--- src/rtl/opr_pkg.sv ---
// Shared types for the operand address resolver.
// Assumes the mode and space encodings below are shared with the decoder.
package opr_pkg;
    typedef enum logic [2:0] {
        MODE_IMM = 3'd0,
        MODE_REG = 3'd1,
        MODE_DIR = 3'd2,
        MODE_IND = 3'd3,
        MODE_IDX = 3'd4
    } opr_mode_e;

    typedef enum logic [1:0] {
        SPC_NONE = 2'd0,
        SPC_RAM  = 2'd1,
        SPC_SFR  = 2'd2,
        SPC_CODE = 2'd3
    } opr_space_e;
endpackage

--- src/rtl/opr_bank_map.sv ---
// Maps a register number into the banked RAM window.
// Assumes that DATA_W is at least BANK_W + REG_W.
module opr_bank_map #(
    parameter int DATA_W = 8,
    parameter int BANK_W = 2,
    parameter int REG_W  = 3
) (
    input  logic [BANK_W-1:0] bank,
    input  logic [REG_W-1:0]  idx,
    output logic [DATA_W-1:0] loc
);
    localparam int PAD_W = DATA_W - BANK_W - REG_W;

    // Place the bank above the register number: bank*8 + n.
    always_comb begin
        loc = {{PAD_W{1'b0}}, bank, idx};
    end
endmodule

--- src/rtl/opr_sfr_check.sv ---
// Reports whether an upper-half byte address is an implemented special register.
// Assumes the caller only uses the result when address bit 7 is set.
module opr_sfr_check #(
    parameter int DATA_W = 8
) (
    input  logic [DATA_W-1:0] sfr_addr,
    output logic              known
);
    localparam int N_SFR = 10;
    localparam logic [DATA_W-1:0] SFR_LIST [N_SFR] = '{
        DATA_W'(8'h80), DATA_W'(8'h81), DATA_W'(8'h82), DATA_W'(8'h83),
        DATA_W'(8'h90), DATA_W'(8'hA0), DATA_W'(8'hB0), DATA_W'(8'hD0),
        DATA_W'(8'hE0), DATA_W'(8'hF0)
    };

    logic [N_SFR-1:0] hit;

    // One comparator per implemented location.
    for (genvar g = 0; g < N_SFR; g++) begin : g_cmp
        assign hit[g] = (sfr_addr == SFR_LIST[g]);
    end

    // Any match means the location exists.
    always_comb begin
        known = |hit;
    end
endmodule

--- src/rtl/opr_index_add.sv ---
// Forms the indexed code address as accumulator plus data pointer.
// Assumes that the sum wraps at the code address width.
module opr_index_add #(
    parameter int DATA_W = 8,
    parameter int CODE_W = 16
) (
    input  logic [DATA_W-1:0] acc,
    input  logic [CODE_W-1:0] base,
    output logic [CODE_W-1:0] sum
);
    // Unsigned add with the carry out discarded.
    always_comb begin
        sum = base + CODE_W'(acc);
    end
endmodule

--- src/rtl/opr_resolver.sv ---
// Top of the operand address resolver. It registers the resolved space,
// address and illegal flag one cycle after the request, and drives the
// pointer register's RAM location combinationally for indirect mode.
// Assumes ptr_val is returned within the same cycle as ptr_loc.
module opr_resolver #(
    parameter int DATA_W = 8,
    parameter int CODE_W = 16,
    parameter int BANK_W = 2,
    parameter int REG_W  = 3
) (
    input  logic              clk,
    input  logic              rst_n,
    input  logic [2:0]        mode,
    input  logic [REG_W-1:0]  reg_idx,
    input  logic [DATA_W-1:0] dir_addr,
    input  logic [BANK_W-1:0] bank_sel,
    input  logic [DATA_W-1:0] acc,
    input  logic [CODE_W-1:0] dptr,
    input  logic [DATA_W-1:0] ptr_val,
    output logic [DATA_W-1:0] ptr_loc,
    output logic [1:0]        space,
    output logic [CODE_W-1:0] addr,
    output logic              illegal
);
    import opr_pkg::*;

    logic [DATA_W-1:0] reg_loc;
    logic [CODE_W-1:0] idx_sum;
    logic              sfr_known;
    logic              ptr_ok;
    opr_space_e        nxt_space;
    logic [CODE_W-1:0] nxt_addr;
    logic              nxt_ill;

    opr_bank_map #(.DATA_W(DATA_W), .BANK_W(BANK_W), .REG_W(REG_W)) u_reg_map (
        .bank (bank_sel),
        .idx  (reg_idx),
        .loc  (reg_loc)
    );

    opr_bank_map #(.DATA_W(DATA_W), .BANK_W(BANK_W), .REG_W(REG_W)) u_ptr_map (
        .bank (bank_sel),
        .idx  ({{(REG_W-1){1'b0}}, reg_idx[0]}),
        .loc  (ptr_loc)
    );

    opr_sfr_check #(.DATA_W(DATA_W)) u_sfr (
        .sfr_addr (dir_addr),
        .known    (sfr_known)
    );

    opr_index_add #(.DATA_W(DATA_W), .CODE_W(CODE_W)) u_add (
        .acc  (acc),
        .base (dptr),
        .sum  (idx_sum)
    );

    // Only R0 and R1 may act as pointers.
    always_comb begin
        ptr_ok = (reg_idx[REG_W-1:1] == '0);
    end

    // Pick the location for the requested mode.
    always_comb begin
        nxt_space = SPC_NONE;
        nxt_addr  = '0;
        nxt_ill   = 1'b0;
        case (mode)
            MODE_IMM: ;
            MODE_REG: begin
                nxt_space = SPC_RAM;
                nxt_addr  = CODE_W'(reg_loc);
            end
            MODE_DIR: begin
                nxt_addr = CODE_W'(dir_addr);
                if (dir_addr[DATA_W-1]) begin
                    nxt_space = SPC_SFR;
                    nxt_ill   = !sfr_known;
                end else begin
                    nxt_space = SPC_RAM;
                end
            end
            MODE_IND: begin
                if (ptr_ok) begin
                    nxt_space = SPC_RAM;
                    nxt_addr  = CODE_W'(ptr_val);
                end else begin
                    nxt_ill = 1'b1;
                end
            end
            MODE_IDX: begin
                nxt_space = SPC_CODE;
                nxt_addr  = idx_sum;
            end
            default: nxt_ill = 1'b1;
        endcase
    end

    // Register the resolved location; clear it in reset.
    always_ff @(posedge clk) begin
        if (!rst_n) begin
            space   <= SPC_NONE;
            addr    <= '0;
            illegal <= 1'b0;
        end else begin
            space   <= nxt_space;
            addr    <= nxt_addr;
            illegal <= nxt_ill;
        end
    end

    p_reg_bank_r2: assert property (@(posedge clk) disable iff (!rst_n)
        ($past(rst_n) && $past(mode) == MODE_REG) |->
        (space == SPC_RAM && addr == CODE_W'({$past(bank_sel), $past(reg_idx)})));

    p_dir_split_r3: assert property (@(posedge clk) disable iff (!rst_n)
        ($past(rst_n) && $past(mode) == MODE_DIR) |->
        ((space == SPC_SFR) == $past(dir_addr[DATA_W-1]) && addr == CODE_W'($past(dir_addr))));

    p_ind_ptr_r6: assert property (@(posedge clk) disable iff (!rst_n)
        ($past(rst_n) && $past(mode) == MODE_IND && $past(reg_idx) < 2) |->
        (space == SPC_RAM && addr == CODE_W'($past(ptr_val)) && !illegal));

    p_ind_bad_r7: assert property (@(posedge clk) disable iff (!rst_n)
        ($past(rst_n) && $past(mode) == MODE_IND && $past(reg_idx) > 1) |->
        (space == SPC_NONE && illegal));

    p_idx_wrap_r8: assert property (@(posedge clk) disable iff (!rst_n)
        ($past(rst_n) && $past(mode) == MODE_IDX) |->
        (space == SPC_CODE && addr == CODE_W'($past(dptr) + CODE_W'($past(acc)))));

    p_imm_none_r9: assert property (@(posedge clk) disable iff (!rst_n)
        ($past(rst_n) && $past(mode) == MODE_IMM) |->
        (space == SPC_NONE && !illegal));

    p_ill_space_r5: assert property (@(posedge clk) disable iff (!rst_n)
        illegal |-> (space == SPC_NONE || space == SPC_SFR));
endmodule

--- config.mk ---
export PLATFORM = sky130hd
export DESIGN_NAME = opr_resolver
export DESIGN_NICKNAME = d
export VERILOG_FILES = /design/src/rtl/opr_pkg.sv /design/src/rtl/opr_bank_map.sv /design/src/rtl/opr_sfr_check.sv /design/src/rtl/opr_index_add.sv /design/src/rtl/opr_resolver.sv
export SDC_FILE = /design/constraint.sdc
export NUM_CORES = 1
export LEC_CHECK = 0
export ABC_AREA = 1
export BUFFER_PORTS_ARGS = -buffer_cell sky130_fd_sc_hd__buf_2
export CORE_ASPECT_RATIO = 1.5
export CORE_MARGIN = 1
export CORE_UTILIZATION = 41
export DETAILED_ROUTE_END_ITERATION = 12
export PLACE_DENSITY = 0.77
export SYNTH_ARGS = -nofsm -noshare
export SYNTH_HDL_FRONTEND = slang
export SYNTH_SLANG_ARGS = --single-unit
--- constraint.sdc ---
create_clock -name clk -period 1.6 [get_ports clk]
set_input_delay 0.32 -clock clk [delete_from_list [all_inputs] [get_ports clk]]
set_output_delay 0.32 -clock clk [all_outputs]
set_load 0.01 [all_outputs]
# Yosys cells after proc, flatten, opt, wreduce, memory -nomap -nowiden
# Cells that the tools add are included.
# totals
ff_bits,19
# classes
n_eq_ne,14
reduce_logical,5
addsub,1
muxes,8
# ops
cell,n
"equality test 8 bit, second input constant",10
one-hot mux 16 bit (4 select lines),1
adder 16 x 8 -> 16 bit,1
OR reduction 10 bit,1
two-way mux 8 bit,1
one-hot mux 2 bit (4 select lines),1
"equality test 3 x 2 -> 1 bit, second input constant",2
"equality test 3 x 1 -> 1 bit, second input constant",1
"equality test 3 bit, second input constant",1
logical NOT 3 bit,1
two-way mux 1 bit,3
one-hot mux 1 bit (3 select lines),1
OR reduction 3 bit,1
logical NOT 2 bit,1
two-way mux 2 bit,1
logical NOT 1 bit,1

# Logic depth before layout (Yosys ltp)
# Gate-level depths: netlist of run 1.
# logic_depth
word_depth,5
depth_mapped,13
depth_no_buf,13

# Hierarchy
# From an unflattened synthesis of run 1, not the netlist that was laid out.
# unflattened
cells_unflattened,299
area_unflattened_um2,1746.7
# by_module_without_submodules
module,cells_each,instances,area_each_um2,seq_area_each_um2
opr_resolver,146,1,919.6,380.4
opr_index_add,126,1,660.6,0.0
opr_bank_map,9,2,63.8,0.0
opr_sfr_check,9,1,38.8,0.0

# Least setup slack after synthesis of run 1
# OpenSTA, ideal clock, no wires.
# synth_timing
path_kind,input-to-reg
from,input acc[0]
to,register addr[8]
path_stages,11
t_arrival_ns,1.477
path_buffers,0
path_slack_ns,0.008
setup_time_ns,0.116
path_cell_list,ha_1 -> inv_1 -> fa_1 -> inv_1 -> nand2_1 -> nand2_1 -> and2_1 -> nand2_1 -> nand2_1 -> nand2_1 -> and3_1
# synth_via
elab_chain_len,2
# synth_lines
item,line_no,text
start: declaration,opr_resolver.sv:17,"input logic [DATA_W-1:0] acc,"
adder 16 x 8 -> 16 bit,opr_index_add.sv:13,sum = base + CODE_W'(acc);
one-hot mux 16 bit (4 select lines),opr_resolver.sv:68,case (mode)
end signal: assignment,opr_resolver.sv:107,addr <= nxt_addr;
end: declaration,opr_resolver.sv:22,"output logic [CODE_W-1:0] addr,"
# No other way between the ends.
# A chain may end at the register's enable or synchronous reset.

# Worst setup path in the final report of run 1
# Ends and elaborated chain as after synthesis.

==> run_results.csv, run 1 <==
group,metric,value,unit
drt,drt_iter0_markers,30,
drt,wl_per_cell,10.5,µm
placed_design,dpl.hpwl,3160,µm
finish,final.fill_count,365,
grt,grt_antenna_before_repair,0,
setup_path,cp.required,1.75,ns
synth,synth_fa_ha_area_share,8.21,%
pwr,p_leak,1.07,nW
grt,grt_pass1_wl,6010,µm
sta,min_period,1.41,ns
run_status,status,"finished clean",
placed_design,place_area,1900,µm²
placed_design,port_buffers,71,
finish,regArea,380,µm²
grt,grt_pass1_vias,1548,
finish,final_cell_mix,"71 x buf_2, 70 x nand2_1, 28 x nor2_1",
synth,synth_top_area_share,26.0,%
finish,final_nets,375,
placed_design,gp_congestion,0.842,
synth,yosys_warnings,0,
clock_network,clockBufferDepth,2,
synth,synth-edff-count,0,
synth,synth_cells,235,
clock_network,cts_buffers,3,
synth,synthMuxAreaShare,0,%
setup_path,crit_type,"primary input to register",
synth,yosys-top-cells-area,"dfxtp_1 26%, nand2_1 18%, nor2_1 7.2%",
pwr,ir_drop,0.000362,V
drt,viasPerCell,4.78,
sta,final_max_slew_viol_count,0,
synth,synth_top_area_cell,"dfxtp_1",
synth,synth.distinct_cells,32,
synth,synth-compound-area-share,11.6,%
clock_network,root_buffer,"clkbuf_8",
finish,final_common_cell,"buf_2",
setup_path,cp.buffers_inverters,3,
synth,synth_top_family_by_area,"simple AND/OR/NAND/NOR gates",
die,rows,26,
sta,timing.final.ws_setup,0.187,ns
die,fp.dieW,50.8,µm
synth,synth-seq-cells,19,
clock_network,cts.sinks,19,
clock_network,htreeDepth,1,
drt,drc,0,
setup_path,crit_top_cell,"nand2_1",
grt,grt_use_total,20.6,%
die,start_util,42.9,%
finish,syn_to_final_growth,33.8,%
finish,drive_gt1_share,31.7,%
placed_design,place_inst,353,
setup_path,crit_chain,"buf_2, ha_1, inv_1, fa_2, inv_1, nand2_1, nand2_2, and2_4, nand2_1, nand2_1, nand2_1, and3_1",
min_path,hold_class,"primary input to register",
finish,diodes,0,
sta,rsz0062_at_grt,"false",
finish,final_cell_area,1960,µm²
synth,synth-simple-area-share,41.5,%
synth,netlist_area,1460,µm²
clock_network,postCtsHoldBufs,0,
setup_path,crit_slowest_cell,"fa_2",
die,fp.coreArea,3420,µm²
sta,timing.final.crit_share,88.3,%
pwr,power.density,621,nW/µm²
clock_network,cts_resized,0,
setup_path,critical_path_peak_fanout,4,
synth,synth-xor-area-share,0.598,%
drt,drt_first_pass_iters,5,
run,cap_violations,0,
drt,final_antenna_net_count,0,
setup_path,critical-path-top-delay-family,"simple AND/OR/NAND/NOR gates",
synth,synthArstFlopShare,0,%
grt,overflow,0,
grt,grt_max_degree,12,
sta,holdWs,0.283,ns
synth,synthFlopType,"dfxtp_1",
drt,wl,3740,µm
sta,finalSetupViolCount,0,
setup_path,cp-end-kind,"register",
placed_design,pre_cts_slack,-0.183,ns
sta,hold_violations,0,
clock_network,cts_tree,"yes",
setup_path,start_kind,"primary input",
setup_path,worstPathArrival,1.57,ns
die,die_y,75.2,µm
drt,vias,1706,
die,dieArea,3820,µm²
synth,avgSynthCellArea,6.23,µm²
sta,fmax,708,MHz
finish,fin_util,57.4,%
finish,multi_input_area,941,µm²
finish,final_cells,357,
clock_network,clk_pin_slew,0.07,ns
clock_network,post_cts_buffers,0,
setup_path,critPathMaxStageDelay,0.33,ns
die,pin_count,77,
synth,yosysSeqAreaShare,26.0,%
## flip-flops by register name (all words and copies together) (netlist names)
| signal | flops |
|---|---|
| illegal | 1 |
| space | 2 |
| addr | 16 |
## cells in the mapped netlist (2+ instances only)
cell and n:
o21ai_1 2, a21oi_1 17, a31oi_1 2, o21ai_0 2
and3_1 2, nand3_1 19, nand2_1 72, dfxtp_1 19
buf_4 8, inv_1 25, ha_1 8, inv_2 4
nor2_4 2, nor2_1 28, nor3_1 2, nand3b_1 3
or2_2 2, nand4_1 2, a22oi_1 3
## logic make-up (layout without fill, tap and decap cells)
group | after synthesis | after routing
AO/OA/AOI/OAI | 30 | 30
XOR/XNOR | 1 | 1
adder cells (fa/ha/maj) | 9 | 9
buffers and inverters | 38 | 114
flip-flops | 19 | 19
other | 1 | 5
AND/OR/NAND/NOR | 137 | 137
## routing by layer
| layer | part of all wire (%) | vias to the layer above | routed length, µm | track usage (%) |
|---|---|---|---|---|
| met5 | 0 | - | 0 | 0 |
| met4 | 0.78 | 0 | 29 | 4.63 |
| met3 | 6.4 | 4 | 240 | 3.03 |
| met2 | 53 | 70 | 1990 | 45.0 |
| met1 | 40 | 728 | 1480 | 19.3 |
| li1 | - | 904 | - | - |
## power by group
part / internal (mW) / switching [mW]
sequential: 0.491 / 0.00420
clock: 0.173 / 0.160
combinational: 0.171 / 0.218
## through the flow
stage	power, mW	TNS, ns
4_1_cts	1.22	0
3_3_place_gp	0.879	-0.861
6_report	1.22	0
3_5_place_dp	0.886	-1.01
2_1_floorplan	0.733	0
5_1_grt	1.29	0
## worst paths after layout
path,startpoint,to,depth (start not counted)
max,acc[0],addr[8],12
min,rst_n,space[1],2
## area by class of cell
| type | count | share of cell area, % |
|---|---|---|
| Multi-Input combinational cell | 182 | 48.0 |
| Clock inverter | 1 | 0.255 |
| Sequential cell | 19 | 19.4 |
| Tap cell | 42 | 2.68 |
| Timing Repair Buffer | 81 | 22.0 |
| Inverter | 29 | 5.56 |
| Clock buffer | 3 | 2.11 |
Note: power is estimated with default switching activity, not from simulation.
==> inputs of run 2 (changes only) <==
--- a/config.mk
+++ b/config.mk
@@ -9,9 +9,10 @@
 export BUFFER_PORTS_ARGS = -buffer_cell sky130_fd_sc_hd__buf_2
 export CORE_ASPECT_RATIO = 1.5
 export CORE_MARGIN = 1
-export CORE_UTILIZATION = 41
+export CORE_UTILIZATION = 45
 export DETAILED_ROUTE_END_ITERATION = 12
-export PLACE_DENSITY = 0.77
+export PLACE_DENSITY = 0.8
+export SETUP_SLACK_MARGIN = 0.5
 export SYNTH_ARGS = -nofsm -noshare
 export SYNTH_HDL_FRONTEND = slang
 export SYNTH_SLANG_ARGS = --single-unit
==> constraint.sdc (replaced) <==
create_clock -name clk -period 1.5 [get_ports clk]
set_input_delay 0.3 -clock clk [delete_from_list [all_inputs] [get_ports clk]]
set_output_delay 0.3 -clock clk [all_outputs]
set_load 0.01 [all_outputs]
==> run 2 against run 1 <==
Wire length grew 26%. Sequential power grew 7.3%. Die area shrank 8.6%. First-iteration DRC count grew 57%. Cell area grew 24%. Flip-flop and latch count is the same. Worst setup slack lost 0.042 ns. Non-clock buffer count grew 6. Final cell count grew 1.1%. Critical path depth is the same. Critical path type unchanged. Critical endpoint unchanged.
==> run_results.csv, run 2 (synthesis results as in run 1) <==
group,metric,value,unit
min_path,hold_depth,2,
clock_network,cts_buffers,3,
setup_path,critical_path_peak_fanout,4,
sta,fmax,738,MHz
clock_network,cts.sinks,19,
setup_path,crit_top_cell,"nand2_2",
setup_path,crit_chain,"buf_8, ha_4, inv_2, fa_2, inv_2, nand2_2, nand2_2, and2_4, nand2_2, nand2_1, nand2_1, and3_1",
pwr,power.density,609,nW/µm²
placed_design,gp_congestion,0.940,
placed_design,dpl.hpwl,3340,µm
drt,final_antenna_net_count,0,
die,fp.coreArea,3130,µm²
min_path,hold_class,"primary input to register",
setup_path,worstPathArrival,1.50,ns
setup_path,critical-path-top-delay-family,"simple AND/OR/NAND/NOR gates",
grt,overflow,0,
finish,syn_to_final_growth,66.4,%
finish,final.fill_count,229,
finish,diodes,0,
drt,drt_first_pass_iters,5,
setup_path,worstSetupStartpoint,"dptr[0]",
run_status,status,"finished clean",
die,rows,25,
clock_network,root_buffer,"clkbuf_8",
finish,drive_gt1_share,52.6,%
clock_network,cts_tree,"yes",
sta,min_period,1.35,ns
grt,grt_use_total,24.8,%
setup_path,cp-end-kind,"register",
grt,grt_pass1_wl,6820,µm
finish,final_common_cell,"buf_2",
drt,drc,0,
finish,multi_input_area,1310,µm²
finish,top_register,"addr",
finish,final_cells,361,
placed_design,port_buffers,71,
drt,wl,4700,µm
finish,fin_util,77.9,%
die,die_y,71.9,µm
sta,finalSetupViolCount,0,
drt,vias,1875,
min_path,worstHoldStart,"rst_n",
grt,grt_antenna_before_repair,0,
sta,timing.final.crit_share,90.3,%
placed_design,place_inst,345,
finish,final_nets,381,
pwr,p_leak,1.20,nW
setup_path,cp.required,1.65,ns
sta,final_max_slew_viol_count,0,
die,start_util,46.8,%
die,pin_count,77,
sta,hold_violations,0,
finish,final_cell_mix,"63 x buf_2, 50 x nand2_1, 24 x nor2_1",
drt,viasPerCell,5.19,
setup_path,crit_type,"primary input to register",
setup_path,path_depth,12,
setup_path,cp.buffers_inverters,3,
grt,met3_usage,2.12,%
clock_network,htreeDepth,1,
grt,use_met1,23.5,%
setup_path,crit_slowest_cell,"fa_2",
clock_network,clk_pin_slew,0.07,ns
grt,grt_pass1_vias,1703,
pwr,ir_drop,0.000403,V
grt,grt_util_met2,51.0,%
grt,busiest_layer,"met2",
finish,regArea,387,µm²
run,cap_violations,0,
sta,rsz0062_at_grt,"true",
die,dieArea,3490,µm²
clock_network,postCtsHoldBufs,0,
finish,reg_top3,"addr x16, space x2, illegal x1",
drt,drt_iter0_markers,47,
setup_path,start_kind,"primary input",
setup_path,critPathMaxStageDelay,0.33,ns
drt,wl_per_cell,13.0,µm
finish,largest_reg_flops,16,
pwr,p_total,1.48,mW
grt,grt_max_degree,12,
clock_network,clockBufferDepth,2,
sta,tns,0,ns
die,fp.dieW,48.6,µm
==> run 2: cell types whose count changed in the layout (fill, tap and decap cells not counted), moves of 6 or more <==
cell,change
nand2_1,-20
nand2_2,+12
buf_6,+9
nand3_1,-9
buf_2,-8
nand2_4,+8
a21oi_1,-7
ha_1,-7
ha_4,+7
nand3_2,+6
==> run 2: worst paths after layout <==
kind / end / slack [ns]
max: addr[8] / 0.15
min: space[1] / 0.27
==> run 2: power breakdown <==
part	leakage (nW)	internal (mW)	switching [mW]
Combinational	1.02	0.269	0.329
Clock	0.0255	0.185	0.170
Sequential	0.157	0.525	0.00620
==> run 2: per-layer routing <==
layer	part of all wire, %	vias up
li1	-	918
met1	36	857
met5	0	-
met2	56	81
met4	3.7	0
met3	4.5	19
==> run 2: per-stage QoR <==
| stage | hold WS, ns | worst slack [ns] | instance area, µm² |
|---|---|---|---|
| 2_1_floorplan | 0.418 | 0.0366 | 1600 |
| 3_3_place_gp | 0.539 | -0.162 | 1970 |
| 3_5_place_dp | 0.529 | -0.209 | 1970 |
| 4_1_cts | 0.261 | 0.157 | 2150 |
| 5_1_grt | 0.278 | 0.0673 | 2440 |
| 6_report | 0.266 | 0.145 | 2440 |
==> run 2: final cells by class <==
class                   instances  share of cell area (%)
well taps                      40                    2.05
inverters                      29                    4.57
clock inverters                 1                   0.205
multi-input cells             182                    53.6
clock buffers                   3                    1.69
repair buffers                 87                    22.0
flip-flops and latches         19                    15.9
==> run 2: what timing repair did <==
item | CTS | global route
gates resized for setup | 30 | 53
pin swaps | 18 | 20
endpoints found under the setup margin | 21 | 36
setup buffers | 4 | 8
